<file path="src/rtl/pwm_bank_pkg.sv">
package pwm_bank_pkg;

   // address layout of one channel group
   localparam int GRP_W      = 7;            // group spans 2**GRP_W bytes
   localparam int OFS_HI_LO  = 8'h08;
   localparam int OFS_HI_UP  = 8'h0C;
   localparam int OFS_CYC_LO = 8'h10;
   localparam int OFS_CYC_UP = 8'h14;
   localparam int OFS_DIV    = 8'h18;
   localparam int OFS_CTRL   = 8'h1C;
   localparam int HOLD_ADDR  = 12'h1FC;
   localparam int INV_BIT    = 4;

   typedef enum logic [2:0] {
      SEL_NONE,
      SEL_HI_LO,
      SEL_HI_UP,
      SEL_CYC_LO,
      SEL_CYC_UP,
      SEL_DIV,
      SEL_CTRL,
      SEL_HOLD
   } reg_sel_e;

   function automatic reg_sel_e group_sel(input logic [GRP_W-1:0] ofs);
      reg_sel_e s;
      case (int'(ofs))
         OFS_HI_LO:  s = SEL_HI_LO;
         OFS_HI_UP:  s = SEL_HI_UP;
         OFS_CYC_LO: s = SEL_CYC_LO;
         OFS_CYC_UP: s = SEL_CYC_UP;
         OFS_DIV:    s = SEL_DIV;
         OFS_CTRL:   s = SEL_CTRL;
         default:    s = SEL_NONE;
      endcase
      return s;
   endfunction

endpackage

</file>
<file path="src/rtl/pwm_regfile.sv">
module pwm_regfile
   import pwm_bank_pkg::*;
#(
   parameter int NUM_CH = 8,
   parameter int ADDR_W = 10,
   parameter int DATA_W = 16,
   parameter int CNT_W  = 18,
   parameter int DIV_W  = 8
) (
   input  logic                              clk,
   input  logic                              rst_n,
   input  logic                              wr,
   input  logic [ADDR_W-1:0]                 addr,
   input  logic [DATA_W-1:0]                 wdata,
   output logic [DATA_W-1:0]                 rdata,
   output logic [NUM_CH-1:0][CNT_W-1:0]      hi_cnt,
   output logic [NUM_CH-1:0][CNT_W-1:0]      cyc_cnt,
   output logic [NUM_CH-1:0][DIV_W-1:0]      div_val,
   output logic [NUM_CH-1:0]                 inv,
   output logic [NUM_CH-1:0]                 hold
);

   localparam int UP_W = CNT_W - DATA_W;
   localparam int CH_W = ADDR_W - GRP_W;
   localparam int CH_IW = $clog2(NUM_CH);

   logic [CH_W-1:0]  ch_full;
   logic [CH_IW-1:0] ch_idx;
   logic             ch_hit;
   reg_sel_e         sel;

   assign ch_full = addr[ADDR_W-1:GRP_W];
   assign ch_idx  = ch_full[CH_IW-1:0];
   assign ch_hit  = int'(ch_full) < NUM_CH;

   always_comb begin
      if (int'(addr) == HOLD_ADDR)
         sel = SEL_HOLD;
      else if (ch_hit)
         sel = group_sel(addr[GRP_W-1:0]);
      else
         sel = SEL_NONE;
   end

   always_ff @(posedge clk or negedge rst_n) begin
      if (!rst_n) begin
         hi_cnt  <= '0;
         cyc_cnt <= '0;
         div_val <= '0;
         inv     <= '0;
         hold    <= '0;
      end else if (wr) begin
         if (sel == SEL_HOLD)
            hold <= wdata[NUM_CH-1:0];
         for (int c = 0; c < NUM_CH; c++) begin
            if (ch_idx == CH_IW'(c)) begin
               case (sel)
                  SEL_HI_LO:  hi_cnt[c][DATA_W-1:0]      <= wdata;
                  SEL_HI_UP:  hi_cnt[c][CNT_W-1:DATA_W]  <= wdata[UP_W-1:0];
                  SEL_CYC_LO: cyc_cnt[c][DATA_W-1:0]     <= wdata;
                  SEL_CYC_UP: cyc_cnt[c][CNT_W-1:DATA_W] <= wdata[UP_W-1:0];
                  SEL_DIV:    div_val[c]                 <= wdata[DIV_W-1:0];
                  SEL_CTRL:   inv[c]                     <= wdata[INV_BIT];
                  default: ;
               endcase
            end
         end
      end
   end

   always_comb begin
      rdata = '0;
      case (sel)
         SEL_HI_LO:  rdata             = hi_cnt[ch_idx][DATA_W-1:0];
         SEL_HI_UP:  rdata[UP_W-1:0]   = hi_cnt[ch_idx][CNT_W-1:DATA_W];
         SEL_CYC_LO: rdata             = cyc_cnt[ch_idx][DATA_W-1:0];
         SEL_CYC_UP: rdata[UP_W-1:0]   = cyc_cnt[ch_idx][CNT_W-1:DATA_W];
         SEL_DIV:    rdata[DIV_W-1:0]  = div_val[ch_idx];
         SEL_CTRL:   rdata[INV_BIT]    = inv[ch_idx];
         SEL_HOLD:   rdata[NUM_CH-1:0] = hold;
         default: ;
      endcase
   end

endmodule

</file>
<file path="src/rtl/pwm_tick.sv">
module pwm_tick #(
   parameter int DIV_W = 8
) (
   input  logic             clk,
   input  logic             rst_n,
   input  logic             hold,
   input  logic [DIV_W-1:0] limit,
   output logic             tick
);

   logic [DIV_W-1:0] pre_q;

   assign tick = (pre_q == limit);

   always_ff @(posedge clk or negedge rst_n) begin
      if (!rst_n)
         pre_q <= '0;
      else if (hold || tick)
         pre_q <= '0;
      else
         pre_q <= pre_q + 1'b1;
   end

endmodule

</file>
<file path="src/rtl/pwm_chan.sv">
module pwm_chan #(
   parameter int CNT_W = 18,
   parameter int DIV_W = 8
) (
   input  logic             clk,
   input  logic             rst_n,
   input  logic             hold,
   input  logic             inv,
   input  logic [CNT_W-1:0] cfg_hi,
   input  logic [CNT_W-1:0] cfg_cyc,
   input  logic [DIV_W-1:0] cfg_div,
   output logic             pwm,
   output logic [CNT_W-1:0] cnt_o,
   output logic [CNT_W-1:0] act_hi_o,
   output logic [CNT_W-1:0] act_cyc_o,
   output logic             bound_o
);

   logic [CNT_W-1:0] cnt_q, act_hi_q, act_cyc_q;
   logic [DIV_W-1:0] act_div_q;
   logic             tick, last;

   pwm_tick #(.DIV_W(DIV_W)) u_tick (
      .clk   (clk),
      .rst_n (rst_n),
      .hold  (hold),
      .limit (act_div_q),
      .tick  (tick)
   );

   assign last    = ({1'b0, cnt_q} + 1'b1) >= {1'b0, act_cyc_q};
   assign bound_o = tick && last;

   always_ff @(posedge clk or negedge rst_n) begin
      if (!rst_n) begin
         cnt_q     <= '0;
         act_hi_q  <= '0;
         act_cyc_q <= '0;
         act_div_q <= '0;
      end else if (hold || bound_o) begin
         cnt_q     <= '0;
         act_hi_q  <= cfg_hi;
         act_cyc_q <= cfg_cyc;
         act_div_q <= cfg_div;
      end else if (tick) begin
         cnt_q <= cnt_q + 1'b1;
      end
   end

   assign pwm       = hold ? inv : ((cnt_q < act_hi_q) ^ inv);
   assign cnt_o     = cnt_q;
   assign act_hi_o  = act_hi_q;
   assign act_cyc_o = act_cyc_q;

endmodule

</file>
<file path="src/rtl/pwm_bank.sv">
module pwm_bank #(
   parameter int NUM_CH = 8,
   parameter int ADDR_W = 10,
   parameter int DATA_W = 16,
   parameter int CNT_W  = 18,
   parameter int DIV_W  = 8
) (
   input  logic              clk,
   input  logic              rst_n,
   input  logic              reg_wr,
   input  logic [ADDR_W-1:0] reg_addr,
   input  logic [DATA_W-1:0] reg_wdata,
   output logic [DATA_W-1:0] reg_rdata,
   output logic [NUM_CH-1:0] pwm_o
);

   localparam int MAP_BYTES = NUM_CH * (1 << pwm_bank_pkg::GRP_W);

   if (NUM_CH != 4 && NUM_CH != 8) begin : g_bad_ch
      $error("pwm_bank: NUM_CH must be 4 or 8");
   end
   if ((1 << ADDR_W) < MAP_BYTES || (1 << ADDR_W) <= pwm_bank_pkg::HOLD_ADDR) begin : g_bad_addr
      $error("pwm_bank: ADDR_W too narrow for the register map");
   end
   if (CNT_W <= DATA_W || CNT_W > 2 * DATA_W) begin : g_bad_cnt
      $error("pwm_bank: CNT_W must span more than one and at most two words");
   end
   if (DIV_W > DATA_W || DATA_W <= pwm_bank_pkg::INV_BIT) begin : g_bad_div
      $error("pwm_bank: DIV_W or DATA_W out of range");
   end

   logic [NUM_CH-1:0][CNT_W-1:0] cfg_hi, cfg_cyc, ch_cnt, ch_act_hi, ch_act_cyc;
   logic [NUM_CH-1:0][DIV_W-1:0] cfg_div;
   logic [NUM_CH-1:0]            ch_inv, ch_hold, ch_bound;

   pwm_regfile #(
      .NUM_CH (NUM_CH),
      .ADDR_W (ADDR_W),
      .DATA_W (DATA_W),
      .CNT_W  (CNT_W),
      .DIV_W  (DIV_W)
   ) u_regs (
      .clk     (clk),
      .rst_n   (rst_n),
      .wr      (reg_wr),
      .addr    (reg_addr),
      .wdata   (reg_wdata),
      .rdata   (reg_rdata),
      .hi_cnt  (cfg_hi),
      .cyc_cnt (cfg_cyc),
      .div_val (cfg_div),
      .inv     (ch_inv),
      .hold    (ch_hold)
   );

   for (genvar c = 0; c < NUM_CH; c++) begin : g_ch
      pwm_chan #(.CNT_W(CNT_W), .DIV_W(DIV_W)) u_chan (
         .clk       (clk),
         .rst_n     (rst_n),
         .hold      (ch_hold[c]),
         .inv       (ch_inv[c]),
         .cfg_hi    (cfg_hi[c]),
         .cfg_cyc   (cfg_cyc[c]),
         .cfg_div   (cfg_div[c]),
         .pwm       (pwm_o[c]),
         .cnt_o     (ch_cnt[c]),
         .act_hi_o  (ch_act_hi[c]),
         .act_cyc_o (ch_act_cyc[c]),
         .bound_o   (ch_bound[c])
      );
   end

endmodule

</file>
<file path="config.mk">
export PLATFORM = sky130hd
export DESIGN_NAME = pwm_bank
export DESIGN_NICKNAME = d
export VERILOG_FILES = /design/src/rtl/pwm_bank_pkg.sv /design/src/rtl/pwm_regfile.sv /design/src/rtl/pwm_tick.sv /design/src/rtl/pwm_chan.sv /design/src/rtl/pwm_bank.sv
export SDC_FILE = /design/constraint.sdc
export NUM_CORES = 2
export LEC_CHECK = 0
export ABC_CLOCK_PERIOD_IN_PS = 4500
export BUFFER_PORTS_ARGS = -buffer_cell sky130_fd_sc_hd__buf_2
export CAP_MARGIN = 30
export CORE_MARGIN = 5
export CORE_UTILIZATION = 45
export CTS_BUF_LIST = sky130_fd_sc_hd__clkbuf_4 sky130_fd_sc_hd__clkbuf_8
export CTS_CLUSTER_SIZE = 14
export DETAILED_ROUTE_END_ITERATION = 16
export PLACE_DENSITY = 0.66
export SLEW_MARGIN = 20
export SYNTH_ARGS = -nofsm -noshare
export SYNTH_HDL_FRONTEND = slang
export SYNTH_SLANG_ARGS = --single-unit
</file>
<file path="constraint.sdc">
create_clock -name clk -period 4.5 [get_ports clk]
set_input_delay 0.9 -clock clk [delete_from_list [all_inputs] [get_ports clk]]
set_output_delay 0.9 -clock clk [all_outputs]
set_load 0.02 [all_outputs]
</file>
# Word-level counts from Yosys, hierarchy flattened
# Cells that the tools add are included.
# word_totals
out_inout_bits,24
reg_bits,928
in_bits,29
elab_cells,296
# classes
reduce_logical,82
bitwise,8
magnitude_cmp,17
eq_ne,29
n_addsub,24
mux,47
# ops
op,n
18-bit two-way mux,18
"18-bit by 1-bit adder with 19-bit output, second input constant",8
19-bit by 18-bit >= comparator with 1-bit output,8
"18-bit by 1-bit adder with 18-bit output, second input constant",8
18-bit less-than comparator,8
3-bit AND reduction,48
18-bit binary-select mux with 3-bit select,2
8-bit two-way mux,9
"8-bit by 1-bit adder with 8-bit output, second input constant",8
8-bit equality test,8
"7-bit by 5-bit equality test with 1-bit output, second input constant",4
8-bit binary-select mux with 3-bit select,1
"3-bit equality test, second input constant",8
3-bit one-hot mux with 6 select lines,1
1-bit logical OR,16
8-bit one-hot mux with 2 select lines,1
2-bit nonzero test,8
"7-bit by 4-bit equality test with 1-bit output, second input constant",2
"3-bit by 2-bit equality test with 1-bit output, second input constant",4
2-bit one-hot mux with 6 select lines,1
3-bit one-hot mux with 4 select lines,1
"10-bit equality test, second input constant",1
1-bit two-way mux,9
1-bit logical AND,8
other kinds (9),17

# Logic depth before layout (Yosys ltp)
# depth
word_depth,5
ltp_mapped,16
ltp_nobuf,14

# Hierarchy
# From an unflattened synthesis, not the netlist that was laid out.
# hier_totals
hier_cells,5415
hier_area_um2,56655.6
# modules_own_cells
module,area_per_inst_um2,seq_area_each_um2,cells_each,instances
pwm_chan (g_ch[1].u_chan ...),4511.8,1551.5,512,7
pwm_regfile,17191.5,9208.8,1108,1
pwm_tick,521.8,200.2,46,8
pwm_chan (g_ch[0].u_chan),3707.3,1551.5,355,1

# Least setup slack after synthesis
# OpenSTA, ideal clock, no wires.
# synth_timing
path_kind,register -> register
startpoint,register g_ch[0].u_chan.cnt_q[0]
endpoint,register g_ch[0].u_chan.act_hi_q[10]
setup_time_ns,0.127
path_stages_with_launch,16
path_buffers,2
required_ns,4.373
arrival_time_ns,3.517
path_slack_ns,0.855
period_less_slack_ns,3.645
cell_sequence,dfrtp_1 -> ha_1 -> inv_1 -> or2_1 -> buf_4 -> nor3_2 -> and3_1 -> xnor2_1 -> inv_1 -> ha_1 -> a21o_1 -> a211o_1 -> a311oi_4 -> a21oi_4 -> buf_6 -> mux2_1
# synth_between
elab_chain_cells,4
# synth_rtl
item,line,source
"start, declared",pwm_chan.sv:19,"logic [CNT_W-1:0] cnt_q, act_hi_q, act_cyc_q;"
"start signal, assigned",pwm_chan.sv:46,cnt_q <= cnt_q + 1'b1;
18-bit by 1-bit adder with 19-bit output,pwm_chan.sv:31,"assign last = ({1'b0, cnt_q} + 1'b1) >= {1'b0, act_cyc_q};"
19-bit by 18-bit >= comparator with 1-bit output,pwm_chan.sv:31,
1-bit logical AND,pwm_chan.sv:32,assign bound_o = tick && last;
1-bit logical OR,pwm_chan.sv:40,end else if (hold || bound_o) begin
"end signal, assigned",pwm_chan.sv:42,act_hi_q <= cfg_hi;
"end, declared",pwm_chan.sv:19,
# No other way between the ends.
# A chain may end at the register's enable or synchronous reset.

# Worst setup path in the final report
# layout_timing
startpoint,register g_ch[1].u_chan.cnt_q[2]
endpoint,output port pwm_o[1]
# layout_between
elab_chain_cells,3
# layout_rtl
item,line,source
"start, declared",pwm_chan.sv:19,
"start signal, assigned",pwm_chan.sv:46,
18-bit less-than comparator,pwm_chan.sv:50,assign pwm = hold ? inv : ((cnt_q < act_hi_q) ^ inv);
1-bit XOR,pwm_chan.sv:50,
1-bit two-way mux,pwm_chan.sv:50,
"end, declared",pwm_bank.sv:14,output logic [NUM_CH-1:0] pwm_o
# No other way between the ends.

==> results.toml <==
[clocking]
cts-root-buf = "clkbuf_8"
cts_num_sinks = 928
ctsHoldBuffers = 0
h-tree-depth = 4
clk_latency_ns = 0.86
clk_pin_slew_worst_paths_ns = 0.06
clk_path_buf_depth = 3
post_cts_buffers = 0
cts_buffers = 161
ctsResizeCount = 0
cts_tree = "done"

[sta]
setup_viol = 0
setup_ws_ns = 0.241
fmax_mhz = 235
slew_violations = 0
finalCritPeriodShare_pct = 94.7
tns_ns = 0
worst_slew_margin_rel_pct = 32.6
rsz0062_at_grt = "no"
worst_slew_pin_slew_ns = 1.01
whs_ns = 0.0125
hold_violations = 0
fin_crit_ns = 4.26
finClkSkew_ns = 0.0530

[synth]
syn_inst = 4225
synth-edff-count = 0
syn_nets = 4550
ys_types = 82
synthFlopType = "dfrtp_1"
yosys.area.top_type = "dfrtp_1"
synth.top_cell.area_share_pct = 46.8
synth_area_um2 = 49700
syn_avg_cell_area_um2 = 11.8
ys_ff_latch = 928
ys_async_sr_fraction_pct = 100
ys_seq_area_share_pct = 46.8
yosysWarnings = 0
ys_top_cells_by_area = "dfrtp_1, mux2_2, ha_1"

[floorplanning]
start_util_pct = 45.4
die_w_um = 342
row_count = 121
io_pins = 53
die_area_um2 = 117000
core-area_um2 = 109000
die_h_um = 342

[critical_path]
r2r_slack_ns = 0.33
startpoint_type = "flip-flop"
cp.arrival_ns = 3.36
worstReg2RegEnd = "g_ch[0].u_chan.cnt_o[10]"
r2r_start = "g_ch[0].u_chan.cnt_o[1]"
rr_worst_depth = 14
critPathMaxFanout = 7
crit_path_end_kind = "output port"
startpoint = "g_ch[1].u_chan.cnt_o[2]"
crit_end = "pwm_o[1]"
crit_type = "reg2out"
crit_required_ns = 3.60

[route]
drt_first_pass_iters = 7
wl_met1_mm = 63.9
drtIter0Drc = 3056
highest_layer = "met5"
num_vias = 34500
ant_nets = 0
wl_met3_mm = 12.6
met2_length_mm = 61.3
finalWirelength_mm = 142
drc = 0
viasPerCell = 5.79
wl_per_cell_um = 23.9

[finish]
final_cell_mix = "dfrtp_1, mux2_2, inv_1"
fin_cells = 5953
nets = 4666
fillers = 9705
areaGrowthSynthToFinish_pct = 11.7
drive_above_1_share_pct = 27.9
mostFrequentLayoutCell = "dfrtp_1"

[run_status]
status = "finished clean"

[global_routing]
grt_pass1_wl_mm = 217
first_global_vias = 34100
grt-ovfl-total = 0
grtUsageTotal_pct = 24.4
grt_max_degree = 108
grt_antenna_before_repair = 21

[placed_design]
dp_slack_ns = 0.372
place.gp.congestion = 0.960
hpwlAfterDp_mm = 105
portBuffers = 52
place_inst = 5652

[pwr]
cellLeakagePower_nw = 27.6
peakVddDrop_v = 0.000531
power_mw = 29.4
powerDensity_nw_per_um2 = 531

[min_path]
hp-class = "in2async"

[flow_run]
drv_cap = 0
-- worst max-delay path, cell delays in order, from the launching register on --
cell	delay, ns
dfrtp_1	0.47
ha_1	0.35
a21o_1	0.18
a31oi_1	0.14
o21ai_0	0.17
a211o_1	0.35
a21oi_1	0.25
xor2_1	0.36
buf_2	0.24
-- how the worst min path moves through the flow --
stage / from / end / slack (ns) / depth (start not counted)
after global placement: g_ch[0].u_chan.act_hi_o[5] / g_ch[0].u_chan.act_hi_o[5] / 0.47 / 1
after floorplan: g_ch[0].u_chan.act_hi_o[10] / g_ch[0].u_chan.act_hi_o[10] / 0.46 / 1
final: rst_n / g_ch[6].u_chan.cnt_o[3] / 0.01 / 1
after detailed placement: g_ch[0].u_chan.act_hi_o[7] / g_ch[0].u_chan.act_hi_o[7] / 0.48 / 1
after CTS: rst_n / g_ch[7].u_chan.act_cyc_o[0] / 0.19 / 1
after global routing: rst_n / g_ch[6].u_chan.cnt_o[3] / 0.0002 / 1
-- flip-flops by register name (all words and copies together) (netlist names) --
name / flops
g_ch.u_chan.act_cyc_o: 144
g_ch.u_chan.act_div_q: 64
g_ch.u_chan.act_hi_o: 144
g_ch.u_chan.cnt_o: 144
g_ch.u_chan.u_tick.pre_q: 64
u_regs.cyc_cnt: 144
u_regs.div_val: 64
u_regs.hi_cnt: 144
u_regs.hold: 8
u_regs.inv: 8
-- cell families after synthesis --
group / count (synthesis) / share of synthesized area, %
adders and majority gates: 296 / 7.46
DFF: 928 / 46.8
xor gates and xnor gates: 233 / 4.11
buffers and inverters: 498 / 4.23
AOI/OAI and AO/OA: 543 / 7.43
and+or+nand+nor: 899 / 9.28
muxes: 828 / 20.7
-- through the flow --
step	instance area [um2]	utilization (%)
after floorplan	49700	-
after global placement	51800	47.4
after detailed placement	51800	47.4
after CTS	55400	50.7
after global routing	55500	50.7
final	55500	50.8
-- Yosys cell counts (all sizes together), types with 77 or more instances --
| library cell | n |
|---|---|
| clkbuf | 104 |
| buf | 85 |
| nor2 | 162 |
| ha | 296 |
| xor2 | 135 |
| a21oi | 77 |
| nand2 | 257 |
| mux2 | 691 |
| o21ai | 151 |
| dfrtp | 928 |
| nand3 | 178 |
| mux4 | 91 |
| inv | 309 |
| xnor2 | 98 |
-- power by group --
part	internal [mW]	switching [mW]
Clock	4.88	3.73
Sequential	8.99	0.606
Combinational	4.29	6.94
-- layer usage --
metal | track usage [%] | vias up
li1 | - | 15500
met1 | 36.3 | 17500
met2 | 35.2 | 1215
met3 | 5.87 | 253
met4 | 7.91 | 14
met5 | 0 | -
-- cell type report --
| type | instances | area, um2 | area share (%) |
|---|---|---|---|
| timing repair buffer | 142 | 1220 | 2.21 |
| tap | 1476 | 1850 | 3.33 |
| clock inverter | 37 | 450 | 0.812 |
| multi-input combinational | 2799 | 24400 | 43.9 |
| antenna | 12 | 30.0 | 0.0541 |
| sequential | 928 | 23200 | 41.9 |
| inverter | 309 | 1160 | 2.09 |
| clock buffer | 250 | 3170 | 5.72 |
(Power assumes the default switching activity.)
